<file path="src/rtl/rxr_pkg.sv">
package rxr_pkg;

   typedef enum logic [1:0] {
      ARB_IDLE  = 2'd0,
      ARB_FETCH = 2'd1,
      ARB_WB    = 2'd2
   } arb_state_e;

   // Advance a ring index by step, wrapping at ring size n.
   function automatic logic [31:0] ring_adv(input logic [31:0] idx,
                                            input logic [31:0] step,
                                            input logic [31:0] n);
      logic [31:0] s;
      s = idx + step;
      return (s >= n) ? (s - n) : s;
   endfunction

endpackage

</file>
<file path="src/rtl/rxr_thr_conv.sv">
module rxr_thr_conv #(
   parameter int THR_W   = 6,
   parameter int DEPTH   = 8,
   parameter int CL_DESC = 4
) (
   input  logic                     gran,
   input  logic [THR_W-1:0]         thr_in,
   output logic [$clog2(DEPTH):0]   thr_out
);
   localparam int DW1   = $clog2(DEPTH) + 1;
   localparam int CL_SH = $clog2(CL_DESC);
   localparam int EXT_W = THR_W + CL_SH + 1;

   logic [EXT_W-1:0] raw;
   logic [EXT_W-1:0] scaled;
   logic [EXT_W-1:0] sel;

   assign raw = {{(EXT_W-THR_W){1'b0}}, thr_in};

   generate
      if ((CL_DESC & (CL_DESC - 1)) == 0) begin : g_shift
         assign scaled = raw << CL_SH;
      end else begin : g_mult
         assign scaled = raw * EXT_W'(CL_DESC);
      end
   endgenerate

   assign sel     = gran ? raw : scaled;
   assign thr_out = (sel > EXT_W'(DEPTH)) ? DW1'(DEPTH) : sel[DW1-1:0];

endmodule

</file>
<file path="src/rtl/rxr_ring_geom.sv">
module rxr_ring_geom #(
   parameter int LEN_W = 16
) (
   input  logic [LEN_W-1:0]  cfg_len,
   input  logic [LEN_W-5:0]  head,
   input  logic [LEN_W-5:0]  fptr,
   input  logic [LEN_W-5:0]  tail,
   output logic              ring_ok,
   output logic [LEN_W-5:0]  n_ring,
   output logic [LEN_W-4:0]  host_av,
   output logic [LEN_W-4:0]  end_h,
   output logic [LEN_W-4:0]  end_f
);
   localparam int IDX_W = LEN_W - 4;

   logic [IDX_W:0] n_x, t_x, f_x, h_x;

   assign n_ring  = cfg_len[LEN_W-1:4];
   assign ring_ok = (cfg_len[6:0] == 7'd0) && (cfg_len != '0);

   assign n_x = {1'b0, n_ring};
   assign t_x = {1'b0, tail};
   assign f_x = {1'b0, fptr};
   assign h_x = {1'b0, head};

   // Hardware-owned descriptors still in host memory, not yet fetched.
   assign host_av = (t_x >= f_x) ? (t_x - f_x) : (t_x + n_x - f_x);
   assign end_h   = n_x - h_x;
   assign end_f   = n_x - f_x;

endmodule

</file>
<file path="src/rtl/rxr_slot_track.sv">
module rxr_slot_track #(
   parameter int IDX_W = 12,
   parameter int DEPTH = 8
) (
   input  logic                    clk,
   input  logic                    rst_n,
   input  logic [IDX_W-1:0]        head,
   input  logic [IDX_W-1:0]        n_ring,
   input  logic                    fetch_acc,
   input  logic [$clog2(DEPTH):0]  fetch_n,
   input  logic                    wb_acc,
   input  logic [$clog2(DEPTH):0]  wb_n,
   input  logic                    done,
   input  logic                    done_eop,
   output logic [$clog2(DEPTH):0]  unproc,
   output logic [$clog2(DEPTH):0]  compl,
   output logic [IDX_W-1:0]        oldest_idx,
   output logic [DEPTH-1:0]        eop_win
);
   localparam int DW  = $clog2(DEPTH);
   localparam int DW1 = DW + 1;

   logic [DEPTH-1:0] eop_mem;
   logic             done_ok;
   logic [IDX_W:0]   sum;
   logic [DW1-1:0]   f_add, w_sub, d_one;

   assign done_ok = done && (unproc != '0);
   assign f_add   = fetch_acc ? fetch_n : '0;
   assign w_sub   = wb_acc ? wb_n : '0;
   assign d_one   = {{(DW1-1){1'b0}}, done_ok};

   assign sum        = {1'b0, head} + {{(IDX_W+1-DW1){1'b0}}, compl};
   assign oldest_idx = (sum >= {1'b0, n_ring}) ? IDX_W'(sum - {1'b0, n_ring})
                                               : sum[IDX_W-1:0];

   always_ff @(posedge clk or negedge rst_n) begin
      if (!rst_n) begin
         unproc  <= '0;
         compl   <= '0;
         eop_mem <= '0;
      end else begin
         unproc <= unproc + f_add - d_one;
         compl  <= compl + d_one - w_sub;
         if (done_ok) eop_mem[oldest_idx[DW-1:0]] <= done_eop;
      end
   end

   // Ring size is a multiple of DEPTH, so index modulo DEPTH names a slot.
   always_comb begin
      for (int i = 0; i < DEPTH; i++) begin
         eop_win[i] = eop_mem[head[DW-1:0] + DW'(i)];
      end
   end

   p_cap_r3: assert property (@(posedge clk) disable iff (!rst_n)
      ({1'b0, unproc} + {1'b0, compl}) <= (DW1+1)'(DEPTH));

   p_idle_done_r10: assert property (@(posedge clk) disable iff (!rst_n)
      (done && unproc == '0 && !wb_acc) |=> $stable(compl));

endmodule

</file>
<file path="src/rtl/rxdesc_prefetch.sv">
module rxdesc_prefetch #(
   parameter int ADDR_W   = 32,
   parameter int LEN_W    = 16,
   parameter int THR_W    = 6,
   parameter int DEPTH    = 8,
   parameter int CL_BYTES = 64
) (
   input  logic                    clk,
   input  logic                    rst_n,
   input  logic [ADDR_W-1:0]       cfg_base,
   input  logic [LEN_W-1:0]        cfg_len,
   input  logic [LEN_W-5:0]        sw_tail,
   input  logic                    cfg_gran,
   input  logic [THR_W-1:0]        cfg_pthr,
   input  logic [THR_W-1:0]        cfg_hthr,
   input  logic [THR_W-1:0]        cfg_wthr,
   output logic [LEN_W-5:0]        head_idx,
   output logic                    fetch_req,
   output logic [ADDR_W-1:0]       fetch_addr,
   output logic [$clog2(DEPTH):0]  fetch_cnt,
   input  logic                    fetch_ack,
   output logic                    wb_req,
   output logic [ADDR_W-1:0]       wb_addr,
   output logic [$clog2(DEPTH):0]  wb_cnt,
   output logic [DEPTH-1:0]        wb_eop,
   input  logic                    wb_ack,
   output logic                    pkt_avail,
   output logic [LEN_W-5:0]        pkt_idx,
   input  logic                    pkt_done,
   input  logic                    pkt_eop
);
   import rxr_pkg::*;

   localparam int IDX_W   = LEN_W - 4;
   localparam int DW1     = $clog2(DEPTH) + 1;
   localparam int CL_DESC = CL_BYTES / 16;
   localparam int NTHR    = 3;

   initial begin
      a_depth: assert (DEPTH >= 2 && DEPTH <= 8 && (DEPTH & (DEPTH - 1)) == 0)
         else $error("DEPTH must be a power of two from 2 to 8");
      a_len: assert (LEN_W >= 8) else $error("LEN_W too small");
      a_thr: assert (THR_W >= DW1) else $error("THR_W too small");
      a_cl: assert (CL_BYTES >= 16 && CL_BYTES % 16 == 0) else $error("CL_BYTES");
      a_addr: assert (ADDR_W >= LEN_W) else $error("ADDR_W too small");
   end

   arb_state_e       st;
   logic [IDX_W-1:0] head, fptr;

   // Threshold conversion, one converter per threshold.
   logic [THR_W-1:0] thr_raw [NTHR];
   logic [DW1-1:0]   thr_cv  [NTHR];
   assign thr_raw[0] = cfg_pthr;
   assign thr_raw[1] = cfg_hthr;
   assign thr_raw[2] = cfg_wthr;

   for (genvar g = 0; g < NTHR; g++) begin : g_thr
      rxr_thr_conv #(.THR_W(THR_W), .DEPTH(DEPTH), .CL_DESC(CL_DESC)) u_conv (
         .gran   (cfg_gran),
         .thr_in (thr_raw[g]),
         .thr_out(thr_cv[g])
      );
   end

   logic [DW1-1:0] pth_e, hth_e, wth_e;
   assign pth_e = thr_cv[0];
   assign hth_e = (thr_cv[1] == '0) ? DW1'(1) : thr_cv[1];
   assign wth_e = (thr_cv[2] == '0) ? DW1'(1) : thr_cv[2];

   // Ring geometry.
   logic             ring_ok;
   logic [IDX_W-1:0] n_ring;
   logic [IDX_W:0]   host_av, end_h, end_f;

   rxr_ring_geom #(.LEN_W(LEN_W)) u_geom (
      .cfg_len(cfg_len), .head(head), .fptr(fptr), .tail(sw_tail),
      .ring_ok(ring_ok), .n_ring(n_ring), .host_av(host_av),
      .end_h(end_h), .end_f(end_f)
   );

   // On-chip slot accounting.
   logic             fetch_acc, wb_acc;
   logic [DW1-1:0]   unproc, compl;
   logic [DEPTH-1:0] eop_win;

   assign fetch_acc = fetch_req && fetch_ack;
   assign wb_acc    = wb_req && wb_ack;

   rxr_slot_track #(.IDX_W(IDX_W), .DEPTH(DEPTH)) u_slots (
      .clk(clk), .rst_n(rst_n), .head(head), .n_ring(n_ring),
      .fetch_acc(fetch_acc), .fetch_n(fetch_cnt),
      .wb_acc(wb_acc), .wb_n(wb_cnt),
      .done(pkt_done), .done_eop(pkt_eop),
      .unproc(unproc), .compl(compl), .oldest_idx(pkt_idx), .eop_win(eop_win)
   );

   // Burst decisions.
   logic              wb_hit, wb_flush, want_wb, want_f;
   logic [DW1-1:0]    wb_pick, wb_n_c, f_n_c;
   logic [DEPTH-1:0]  cnt_mask;
   logic [IDX_W:0]    wb_pick_x, hth_x;
   logic [31:0]       head_adv, fptr_adv;

   always_comb begin
      wb_hit    = compl >= wth_e;
      wb_flush  = cfg_gran && (compl != '0) && (unproc == '0);
      want_wb   = ring_ok && (wb_hit || wb_flush);
      wb_pick   = wb_hit ? wth_e : compl;
      wb_pick_x = {{(IDX_W+1-DW1){1'b0}}, wb_pick};
      wb_n_c    = (end_h < wb_pick_x) ? end_h[DW1-1:0] : wb_pick;

      hth_x  = {{(IDX_W+1-DW1){1'b0}}, hth_e};
      want_f = ring_ok && (unproc < pth_e) && (host_av >= hth_x) &&
               (({1'b0, unproc} + {1'b0, compl} + {1'b0, hth_e}) <= (DW1+1)'(DEPTH));
      f_n_c  = (end_f < hth_x) ? end_f[DW1-1:0] : hth_e;

      for (int i = 0; i < DEPTH; i++) cnt_mask[i] = DW1'(i) < wb_n_c;

      head_adv = ring_adv(32'(head), 32'(wb_cnt), 32'(n_ring));
      fptr_adv = ring_adv(32'(fptr), 32'(fetch_cnt), 32'(n_ring));
   end

   function automatic logic [ADDR_W-1:0] idx_off(input logic [IDX_W-1:0] idx);
      return {{(ADDR_W-IDX_W-4){1'b0}}, idx, 4'b0000};
   endfunction

   always_ff @(posedge clk or negedge rst_n) begin
      if (!rst_n) begin
         st         <= ARB_IDLE;
         head       <= '0;
         fptr       <= '0;
         fetch_req  <= 1'b0;
         fetch_addr <= '0;
         fetch_cnt  <= '0;
         wb_req     <= 1'b0;
         wb_addr    <= '0;
         wb_cnt     <= '0;
         wb_eop     <= '0;
      end else begin
         case (st)
            ARB_IDLE: begin
               if (want_wb) begin
                  wb_req  <= 1'b1;
                  wb_addr <= cfg_base + idx_off(head);
                  wb_cnt  <= wb_n_c;
                  wb_eop  <= eop_win & cnt_mask;
                  st      <= ARB_WB;
               end else if (want_f) begin
                  fetch_req  <= 1'b1;
                  fetch_addr <= cfg_base + idx_off(fptr);
                  fetch_cnt  <= f_n_c;
                  st         <= ARB_FETCH;
               end
            end
            ARB_FETCH: begin
               if (fetch_ack) begin
                  fetch_req <= 1'b0;
                  fptr      <= fptr_adv[IDX_W-1:0];
                  st        <= ARB_IDLE;
               end
            end
            ARB_WB: begin
               if (wb_ack) begin
                  wb_req <= 1'b0;
                  head   <= head_adv[IDX_W-1:0];
                  st     <= ARB_IDLE;
               end
            end
            default: st <= ARB_IDLE;
         endcase
      end
   end

   assign head_idx  = head;
   assign pkt_avail = unproc != '0;

   p_one_req_r9: assert property (@(posedge clk) disable iff (!rst_n)
      $onehot0({fetch_req, wb_req}));

   p_fetch_hold_r9: assert property (@(posedge clk) disable iff (!rst_n)
      (fetch_req && !fetch_ack) |=> (fetch_req && $stable(fetch_addr) && $stable(fetch_cnt)));

   p_wb_hold_r9: assert property (@(posedge clk) disable iff (!rst_n)
      (wb_req && !wb_ack) |=> (wb_req && $stable(wb_addr) && $stable(wb_cnt)));

   p_head_still_r8: assert property (@(posedge clk) disable iff (!rst_n)
      !(wb_req && wb_ack) |=> $stable(head_idx));

   p_bad_ring_r1: assert property (@(posedge clk) disable iff (!rst_n)
      (st == ARB_IDLE && !ring_ok) |=> (!fetch_req && !wb_req));

   p_nonzero_cnt_r5: assert property (@(posedge clk) disable iff (!rst_n)
      (fetch_req |-> fetch_cnt != '0) and (wb_req |-> wb_cnt != '0));

endmodule

</file>
<file path="config.mk">
export PLATFORM = sky130hd
export DESIGN_NAME = rxdesc_prefetch
export DESIGN_NICKNAME = d
export VERILOG_FILES = /design/src/rtl/rxr_pkg.sv /design/src/rtl/rxr_thr_conv.sv /design/src/rtl/rxr_ring_geom.sv /design/src/rtl/rxr_slot_track.sv /design/src/rtl/rxdesc_prefetch.sv
export SDC_FILE = /design/constraint.sdc
export NUM_CORES = 1
export LEC_CHECK = 0
export BUFFER_PORTS_ARGS = -buffer_cell sky130_fd_sc_hd__buf_2
export CAP_MARGIN = 15
export CORE_ASPECT_RATIO = 0.8
export CORE_UTILIZATION = 30
export DETAILED_ROUTE_END_ITERATION = 8
export HOLD_SLACK_MARGIN = 0.03
export PLACE_DENSITY = 0.44
export SLEW_MARGIN = 20
export SYNTH_ARGS = -nofsm -noshare
export SYNTH_HDL_FRONTEND = slang
export SYNTH_SLANG_ARGS = --single-unit
</file>
<file path="constraint.sdc">
create_clock -name clk -period 6.3 [get_ports clk]
set_clock_uncertainty 0.15 [all_clocks]
set_input_delay 0.945 -clock clk [delete_from_list [all_inputs] [get_ports clk]]
set_output_delay 0.945 -clock clk [all_outputs]
set_load 0.02 [all_outputs]
</file>
# Word-level counts from Yosys, hierarchy flattened
# Cells that the tools add are included.
[totals]
output_inout_bits = 107
in_bits = 85
elab_cells = 157
reg_bits = 124
[classes]
bitwise = 2
reduce_logical = 29
eq_ne = 8
order_cmp = 31
addsub = 26
muxes = 48
[op_table]
columns = ["op", "count"]
rows = [
  ["$add A32 B16 Y32", 2],
  ["$mux W4", 10],
  ["$add A12 B4 Y13", 3],
  ["$ge A13 B12 Y1", 3],
  ["$sub A12 B12 Y13", 3],
  ["$lt A3 B4 Y1 const B", 9],
  ["$mux W12", 3],
  ["$sub A12 B12 Y12", 3],
  ["$gt A9 B4 Y1 const B", 3],
  ["$lt A13 B4 Y1", 2],
  ["$bmux W1 S3", 8],
  ["$mux W8", 3],
  ["$lt A3 B4 Y1 const A", 4],
  ["$reduce_bool A16 Y1", 1],
  ["$mux W1", 14],
  ["$add A12 B12 Y13", 1],
  ["$ge A13 B4 Y1", 1],
  ["$mux W13", 1],
  ["$sub A13 B12 Y13", 1],
  ["$add A3 B3 Y3 const B", 4],
  ["$ge A12 B12 Y1", 1],
  ["$logic_not A4 Y1", 3],
  ["$logic_and A1 B1 Y1", 11],
  ["$ne A2 B2 Y1 const B", 5],
  ["other kinds (32)", 45],
]

# Logic depth before layout (Yosys ltp)
# Gate-level depths: netlist (run 1).
[logic_depth]
word_depth = 11
depth_mapped = 21
depth_no_buf = 19

# Hierarchy
# Synthesis (run 1) repeated with hierarchy kept, for this count alone.
[unflattened]
cells_unflattened = 1721
area_unflattened_um2 = 14358.8
[modules_own_cells]
columns = ["mod", "cells_per_inst", "instances", "seq_area_each_um2", "area_per_inst_um2"]
rows = [
  ["rxdesc_prefetch", 992, 1, 2702.6, 8717.1],
  ["rxr_ring_geom", 419, 1, 0.0, 3060.4],
  ["rxr_slot_track", 286, 1, 400.4, 2431.1],
  ["rxr_thr_conv", 8, 3, 0.0, 50.0],
]

# Worst setup path before layout (run 1)
# OpenSTA, ideal clock, no wires.
[synth_path]
path_kind = "in2reg"
from = "in cfg_wthr[5]"
to = "reg wb_eop[5]"
slack_ns = 1.108
n_path_buf = 1
cell_stages = 20
arrival_ns = 4.939
setup_ns = 0.104
required_time_ns = 6.046
cell_sequence = "nor3_1 o21ai_0 a211oi_2 ha_1 nand2b_1 a2111oi_2 or3_1 buf_4 nand2_1 o21ai_0 inv_1 ha_1 a21oi_1 nor2b_1 a2111oi_1 nand4_1 nor4b_4 nand3_4 a211o_1 o41ai_2"
[synth_via]
elab_chain_len = 11
elab_cells_between_ends = 14
cone_classes = "4 x order compare; 5 x mux; 1 x bitwise; 4 x reduce/logical"
[synth_lines]
columns = ["item", "line", "rtl"]
rows = [
  ["start, declared", "rxdesc_prefetch.sv:16", "input logic [THR_W-1:0] cfg_wthr,"],
  ["$mux W8 *", "rxr_thr_conv.sv:28", "assign sel = gran ? raw : scaled;"],
  ["$gt A9 B4 Y1 *", "rxr_thr_conv.sv:29", "assign thr_out = (sel > EXT_W'(DEPTH)) ? DW1'(DEPTH) : sel[DW1-1:0];"],
  ["$mux W4 *", "rxr_thr_conv.sv:29", ""],
  ["$logic_not A4 Y1", "rxdesc_prefetch.sv:69", "assign wth_e = (thr_cv[2] == '0) ? DW1'(1) : thr_cv[2];"],
  ["$mux W4 *", "rxdesc_prefetch.sv:69", ""],
  ["$ge A4 B4 Y1", "rxdesc_prefetch.sv:106", "wb_hit = compl >= wth_e;"],
  ["$mux W4", "rxdesc_prefetch.sv:109", "wb_pick = wb_hit ? wth_e : compl;"],
  ["$lt A13 B4 Y1", "rxdesc_prefetch.sv:111", "wb_n_c = (end_h < wb_pick_x) ? end_h[DW1-1:0] : wb_pick;"],
  ["$mux W4", "rxdesc_prefetch.sv:111", ""],
  ["$lt A3 B4 Y1", "rxdesc_prefetch.sv:118", "for (int i = 0; i < DEPTH; i++) cnt_mask[i] = DW1'(i) < wb_n_c;"],
  ["$and A8 B8 Y8", "rxdesc_prefetch.sv:147", "wb_eop <= eop_win & cnt_mask;"],
  ["end signal, assigned", "rxdesc_prefetch.sv:147", ""],
  ["end, declared", "rxdesc_prefetch.sv:25", "output logic [DEPTH-1:0] wb_eop,"],
]
# Every way passes the cells marked *; elsewhere a longest branch is shown, timed or not.
# A chain may end at the register's enable or synchronous reset.

# Final worst setup path (run 1)
[layout_path]
from = "reg u_slots.compl[0]"
to = "out pkt_idx[8]"
[layout_via]
elab_chain_len = 3
elab_cells_between_ends = 4
cone_classes = "2 x add/sub; 1 x order compare; 1 x mux"
[layout_lines]
columns = ["item", "line", "rtl"]
rows = [
  ["start, declared", "rxr_slot_track.sv:16", "output logic [$clog2(DEPTH):0] compl,"],
  ["start signal, assigned", "rxr_slot_track.sv:44", "compl <= compl + d_one - w_sub;"],
  ["$add A12 B4 Y13 *", "rxr_slot_track.sv:33", "assign sum = {1'b0, head} + {{(IDX_W+1-DW1){1'b0}}, compl};"],
  ["$sub A12 B12 Y12 or $ge A13 B12 Y1 (tied branches)", "rxr_slot_track.sv:34", "assign oldest_idx = (sum >= {1'b0, n_ring}) ? IDX_W'(sum - {1'b0, n_ring})"],
  ["$mux W12 *", "rxr_slot_track.sv:34", ""],
  ["end, declared", "rxdesc_prefetch.sv:28", "output logic [LEN_W-5:0] pkt_idx,"],
]
# Marked as above.

==> out/metrics.csv, run 1 <==
metric,value,unit
outcome,"finished, final reports clean",
initial_core_util,30.7,%
antenna_found_initial,5,
synthSimpleGateAreaFrac,17.6,%
cts_sinks,124,
path_class,reg -> out,
yosysWarnings,0,
min_period,5.88,ns
synth_seq_cells,124,
cts_buffer_depth,2,
coreArea,44800,µm²
ctsResizeCount,0,
rows,69,
end_kind,primary output,
arrival,4.78,ns
final-setup-viol-count,0,
synth_fa_ha_area_share,18.4,%
hold_path_class,reg -> reg,
yosysSeqAreaShare,22.6,%
syn_nets,1896,
num_vias,12528,
clkLatencyLatePin,0.45,ns
dp_hpwl,37.8,mm
track_usage,20.2,%
synth.area.mux_share,8.72,%
first_pass_iters,5,
cts_root_buffer,clkbuf_16,
maxSlewHeadroom,30.2,%
period_share,93.3,%
synth_compound_area_share,18.7,%
synth_edf_count,0,
ir_worst_vdd,0.189,mV
avgRoutedWirePerCell,19.3,µm
drv_cap,0,
die_area,46700,µm²
required,5.20,ns
routed_via_density,5.17,
final_cell_mix,"buf_2 (190), ha_1 (154), inv_1 (149)",
worstMarginPinSlew,1.04,ns
cts_buffers,17,
fp.dieH,193,µm
syn-instance-count,1627,
powerDensity,298,nW/µm²
fmax,170,MHz
die_w,241,µm
ioPinCount,192,
portBuffers,191,
worstPathMaxFanout,43,
grt_setup_unrepaired,false,
slew_violations,0,
drtAntennaViolNets,0,
whs,0.329,ns
clk_pin_slew_worst_paths,0.07,ns
cp-start-kind,flip-flop,
synth_area_per_cell,8.44,µm²
synthXorXnorAreaFrac,8.35,%
h-tree-depth,4,
place.gp.congestion,0.884,
grt_pass1_wl,71.7,mm
cts_tree,done,
routed_wl,46.8,mm
ys_types,79,
ys.flop_type,dfrtp_1,
synth_top_family_by_area,compound AO/OA/AOI/OAI gates,
hold_viol_final,0,
layout-drive-gt1-share,17.0,%
leakage,7.53,nW
setup_tns,0,ns
layout.nets,2076,
grt.overflow.total,0,
final_common_cell,buf_2,
grt_pass1_vias,12086,
async_flop_share,100,%
drt_iter0_markers,809,
netlist_area,13700,µm²
drc,0,
cts_setup_buffers,0,
hold_buffers,0,
area.growth.synth_to_final,16.4,%
grt_max_degree,75,
final cells by class:
cell class | instances | area (µm²)
clock buffer | 17 | 425
multi-input combinational | 1308 | 9900
fill | 4718 | 28800
antenna | 1 | 2.50
timing repair buffer | 207 | 1080
clock inverter | 15 | 171
tap | 603 | 754
sequential | 124 | 3100
inverter | 149 | 559
cell usage after synthesis (9+ instances only):
cell	count	area, µm²
ha_1	154	1930
inv_1	149	559
nand2_1	136	510
nor2_1	126	473
dfrtp_1	124	3100
o21ai_0	121	606
xnor2_1	95	832
a21oi_1	73	365
nor3_1	52	260
mux2i_1	51	510
nand3_1	45	225
a21o_1	42	315
xor2_1	36	315
mux2_2	32	360
clkbuf_1	30	113
fa_1	30	601
nor2b_1	24	150
nand4_1	23	144
o21a_1	21	158
nand2b_1	19	119
a31oi_1	13	81.3
mux2_1	13	146
o31ai_1	13	97.6
and3_1	12	75.1
a211oi_1	11	82.6
a221o_1	9	90.1
and2_1	9	56.3
buf_2	9	45.0
or2_2	9	56.3
state kept, by name, indices dropped and copies added, names as in the netlist:
| name | flops |
|---|---|
| u_slots.compl | 4 |
| u_slots.unproc | 4 |
| head_idx | 12 |
| st | 2 |
| wb_eop | 8 |
| wb_addr | 32 |
| fetch_cnt | 4 |
| u_slots.eop_mem | 8 |
| fetch_req | 1 |
| fetch_addr | 32 |
| fptr | 12 |
| wb_cnt | 4 |
| wb_req | 1 |
per-stage QoR:
step	util, %	cell area (µm²)	setup slack [ns]	cells	total power, mW
floorplan	-	13700	1.11	1627	2.97
global placement	34.3	15400	0.617	2391	3.71
detailed placement	34.3	15400	0.495	2391	3.74
CTS	35.7	16000	0.257	2423	4.81
global route	35.7	16000	0.198	2423	5.15
finish	35.7	16000	0.424	2424	4.77
metal layers:
layer | part of all wire (%) | vias up | global-route usage (%)
li1 | - | 6169 | -
met1 | 50 | 5979 | 29.5
met2 | 43 | 331 | 30.2
met3 | 6.0 | 41 | 4.58
met4 | 1.2 | 8 | 3.80
met5 | 0.12 | - | 0
kinds of logic (layout without fill, tap and decap cells):
family / count (synthesis) / in the layout
buffers and inverters: 195 / 388
AOI/OAI and AO/OA: 392 / 392
adders and majority gates: 184 / 184
and+or+nand+nor: 497 / 497
DFF: 124 / 124
other: 0 / 1
xor gates and xnor gates: 131 / 131
muxes: 104 / 104
critical path: stages (launching register included):
cell	delay [ns]
dfrtp_1	0.52
ha_1	0.28
fa_1	0.41
a21o_1	0.18
a21oi_1	0.37
nor2_1	0.13
nand2_1	0.10
xnor2_1	0.16
ha_1	0.33
nand4_1	0.12
nor2_1	0.05
a21oi_1	0.21
o41ai_2	0.16
o41a_4	0.67
a21oi_1	0.39
buf_2	0.24
power by group:
part,internal [mW],total [mW],switching (mW)
clock network,0.564,1.04,0.474
logic,1.07,2.59,1.52
registers,0.958,1.14,0.179
total,2.59,4.77,2.18
path summary, 6_finish.rpt:
| path | from | endpoint | slack [ns] | depth (start not counted) |
|---|---|---|---|---|
| max in group asynchronous | rst_n | fetch_addr[9] | 4.39 | 2 |
| worst min register to register | wb_addr[22] | wb_addr[22] | 0.33 | 2 |
| min in group asynchronous | rst_n | wb_cnt[1] | 0.36 | 1 |
| worst max-delay path | u_slots.compl[0] | pkt_idx[8] | 0.42 | 15 |
| worst min-delay path | wb_addr[22] | wb_addr[22] | 0.33 | 2 |
| worst max register to register | fptr[5] | fetch_addr[24] | 1.19 | 17 |
Power figures use the tool's default switching activity.
==> run 2: changes to the inputs <==
--- a/config.mk
+++ b/config.mk
@@ -7,3 +7,2 @@
 export LEC_CHECK = 0
-export BUFFER_PORTS_ARGS = -buffer_cell sky130_fd_sc_hd__buf_2
 export CAP_MARGIN = 15
@@ -12,4 +11,5 @@
 export DETAILED_ROUTE_END_ITERATION = 8
+export DONT_BUFFER_PORTS = 1
 export HOLD_SLACK_MARGIN = 0.03
-export PLACE_DENSITY = 0.44
+export PLACE_DENSITY = 0.41
 export SLEW_MARGIN = 20
--- a/constraint.sdc
+++ b/constraint.sdc
@@ -4,2 +4,2 @@
 set_output_delay 0.945 -clock clk [all_outputs]
-set_load 0.02 [all_outputs]
+set_load 0.01 [all_outputs]
==> run 2 against run 1 <==
Net effect:
- setup slack better by 0.0031 ns
- cell area fell by 5.9%
- first-iteration DRC count is 14% higher
- global-route usage down 0.10 points
- sequential power grew 6%
- register-to-register slack worse by 0.05 ns
- clock power decreased by 5%
- via count fell by 6.2%
- maximum frequency about the same
- final cell count fell by 7.8%
- wire length shrank 0.43%
- critical endpoint unchanged
==> out/metrics.csv, run 2 (synthesized netlist as in run 1, its figures left out) <==
metric,value,unit,change
outcome,"finished, final reports clean",,
regToRegStartpoint,fptr[7],,
ir_worst_vdd,0.203,mV,+7.1%
track_usage,20.1,%,-0.10 points
grt_setup_unrepaired,false,,
die_w,241,µm,unchanged
h-tree-depth,4,,unchanged
avgRoutedWirePerCell,20.8,µm,+7.9%
drtAntennaViolNets,0,,unchanged
r2r_cells,17,,unchanged
hold_path_class,in -> async,,
rows,69,,unchanged
slew_violations,0,,unchanged
combPwrFrac,50.8,%,-3.6 points
drc,0,,unchanged
grt.overflow.total,0,,unchanged
placed_area,14400,µm²,-6.2%
fp.dieH,193,µm,unchanged
powerDensity,297,nW/µm²,-0.50%
worstMarginPinSlew,1.02,ns,-0.0180 ns
clkPwrFrac,22.1,%,+0.3 points
die_area,46700,µm²,unchanged
drv_cap,0,,unchanged
clk_pin_slew_worst_paths,0.07,ns,about the same
num_vias,11754,,-6.2%
arrival,4.78,ns,about the same
fmax,170,MHz,about the same
hold_viol_final,0,,unchanged
top_regs,"fetch_addr: 32 flops, wb_addr: 32 flops",,
path_class,reg -> out,,
worstPathMaxFanout,43,,unchanged
final-setup-viol-count,0,,unchanged
cts_setup_buffers,0,,unchanged
cts_sinks,124,,unchanged
cts_root_buffer,clkbuf_16,,
area.growth.synth_to_final,9.55,%,
diodes,0,,-1
coreArea,44800,µm²,unchanged
maxSlewHeadroom,31.4,%,+1.2 points
power,4.47,mW,-6.4%
place.gp.congestion,0.891,,+0.85%
routed_wl,46.6,mm,-0.43%
grt_max_degree,93,,+24%
antenna_found_initial,0,,-5
initial_core_util,30.7,%,unchanged
swShare,44.9,%,-0.74 points
layout-drive-gt1-share,7.47,%,-9.5 points
whs,0.197,ns,-0.132 ns
final_cell_mix,"ha_1 (154), inv_1 (149), nand2_1 (135)",,
grt_pass1_wl,70.4,mm,-1.8%
clkLatencyLatePin,0.45,ns,about the same
end_kind,primary output,,
post-route-util,33.6,%,-2.1 points
min_period,5.87,ns,-0.00307 ns
switchingPower,2.00,mW,-7.9%
dp_hpwl,37.1,mm,-1.7%
rrSetupSlack,1.14,ns,-0.05 ns
portBuffers,0,,-100%
ctsResizeCount,0,,unchanged
first_pass_iters,5,,unchanged
setup_tns,0,ns,unchanged
routed_via_density,5.26,,+1.7%
cp-start-kind,flip-flop,,
drt_iter0_markers,922,,+14%
final_common_cell,ha_1,,
ioPinCount,192,,unchanged
p_int,2.46,mW,-5.1%
cts_tree,done,,
required,5.20,ns,about the same
cts_buffers,17,,unchanged
grt_pass1_vias,11386,,-5.8%
cts_buffer_depth,2,,unchanged
leakage,6.67,nW,-11%
rr_endpoint,fetch_addr[22],,
final_area,15100,µm²,-5.9%
layout.nets,1889,,-9.0%
hold_buffers,2,,+2
period_share,93.2,%,about the same
power_frac_seq,27.2,%,+3.4 points
## run 2: final cells by class
type | count | area [µm²]
inverters | 149 | 559
multi-input cells | 1308 | 9890
repair buffers | 20 | 183
clock buffers | 18 | 439
clock inverters | 14 | 125
fillers | 4677 | 29800
well taps | 603 | 754
flip-flops and latches | 124 | 3100
## run 2: worst max-delay path, cell delays in order (launching register included)
cell and delay (ns):
dfrtp_1 0.51, ha_1 0.27, fa_1 0.41, a21o_1 0.18, a21oi_1 0.36, nor2_1 0.13, nand2_1 0.12, xnor2_1 0.17
ha_1 0.34, nand4_1 0.12, nor2_1 0.04, a21oi_1 0.18, o41ai_2 0.14, o41a_2 0.81, a21oi_1 0.55
## run 2: metal layers
metal / GRT usage [%] / wire length (µm)
met5: 0 / 0
met4: 3.80 / 488
met3: 5.89 / 3640
met2: 29.2 / 19800
met1: 29.2 / 22700
## run 2: worst max path at each step
stage                                start         end  slack, ns  cells past startpoint
final                     u_slots.compl[0]  pkt_idx[8]       0.43                     14
after global routing      u_slots.compl[0]  pkt_idx[8]       0.18                     14
after CTS                 u_slots.compl[0]  pkt_idx[7]       0.40                     14
after detailed placement       cfg_wthr[5]   wb_eop[5]       0.49                     19
after global placement         cfg_wthr[5]   wb_eop[5]       0.69                     19
after floorplan                cfg_wthr[5]   wb_eop[5]       1.11                     20
## run 2: power by group through the flow
stage	Sequential, mW	Clock [mW]	Combinational (mW)
final	1.21	0.985	2.27
after global routing	1.24	1.04	2.56
after CTS	1.22	1.02	2.27
after detailed placement	1.23	0	2.23
after global placement	1.23	0	2.22
after floorplan	1.15	0	1.73
## run 2: metrics by stage
step,worst slack (ns),cells
4_1_cts,0.401,2236
3_5_place_dp,0.491,2202
3_3_place_gp,0.691,2202
5_1_grt,0.179,2236
2_1_floorplan,1.11,1627
6_report,0.427,2236
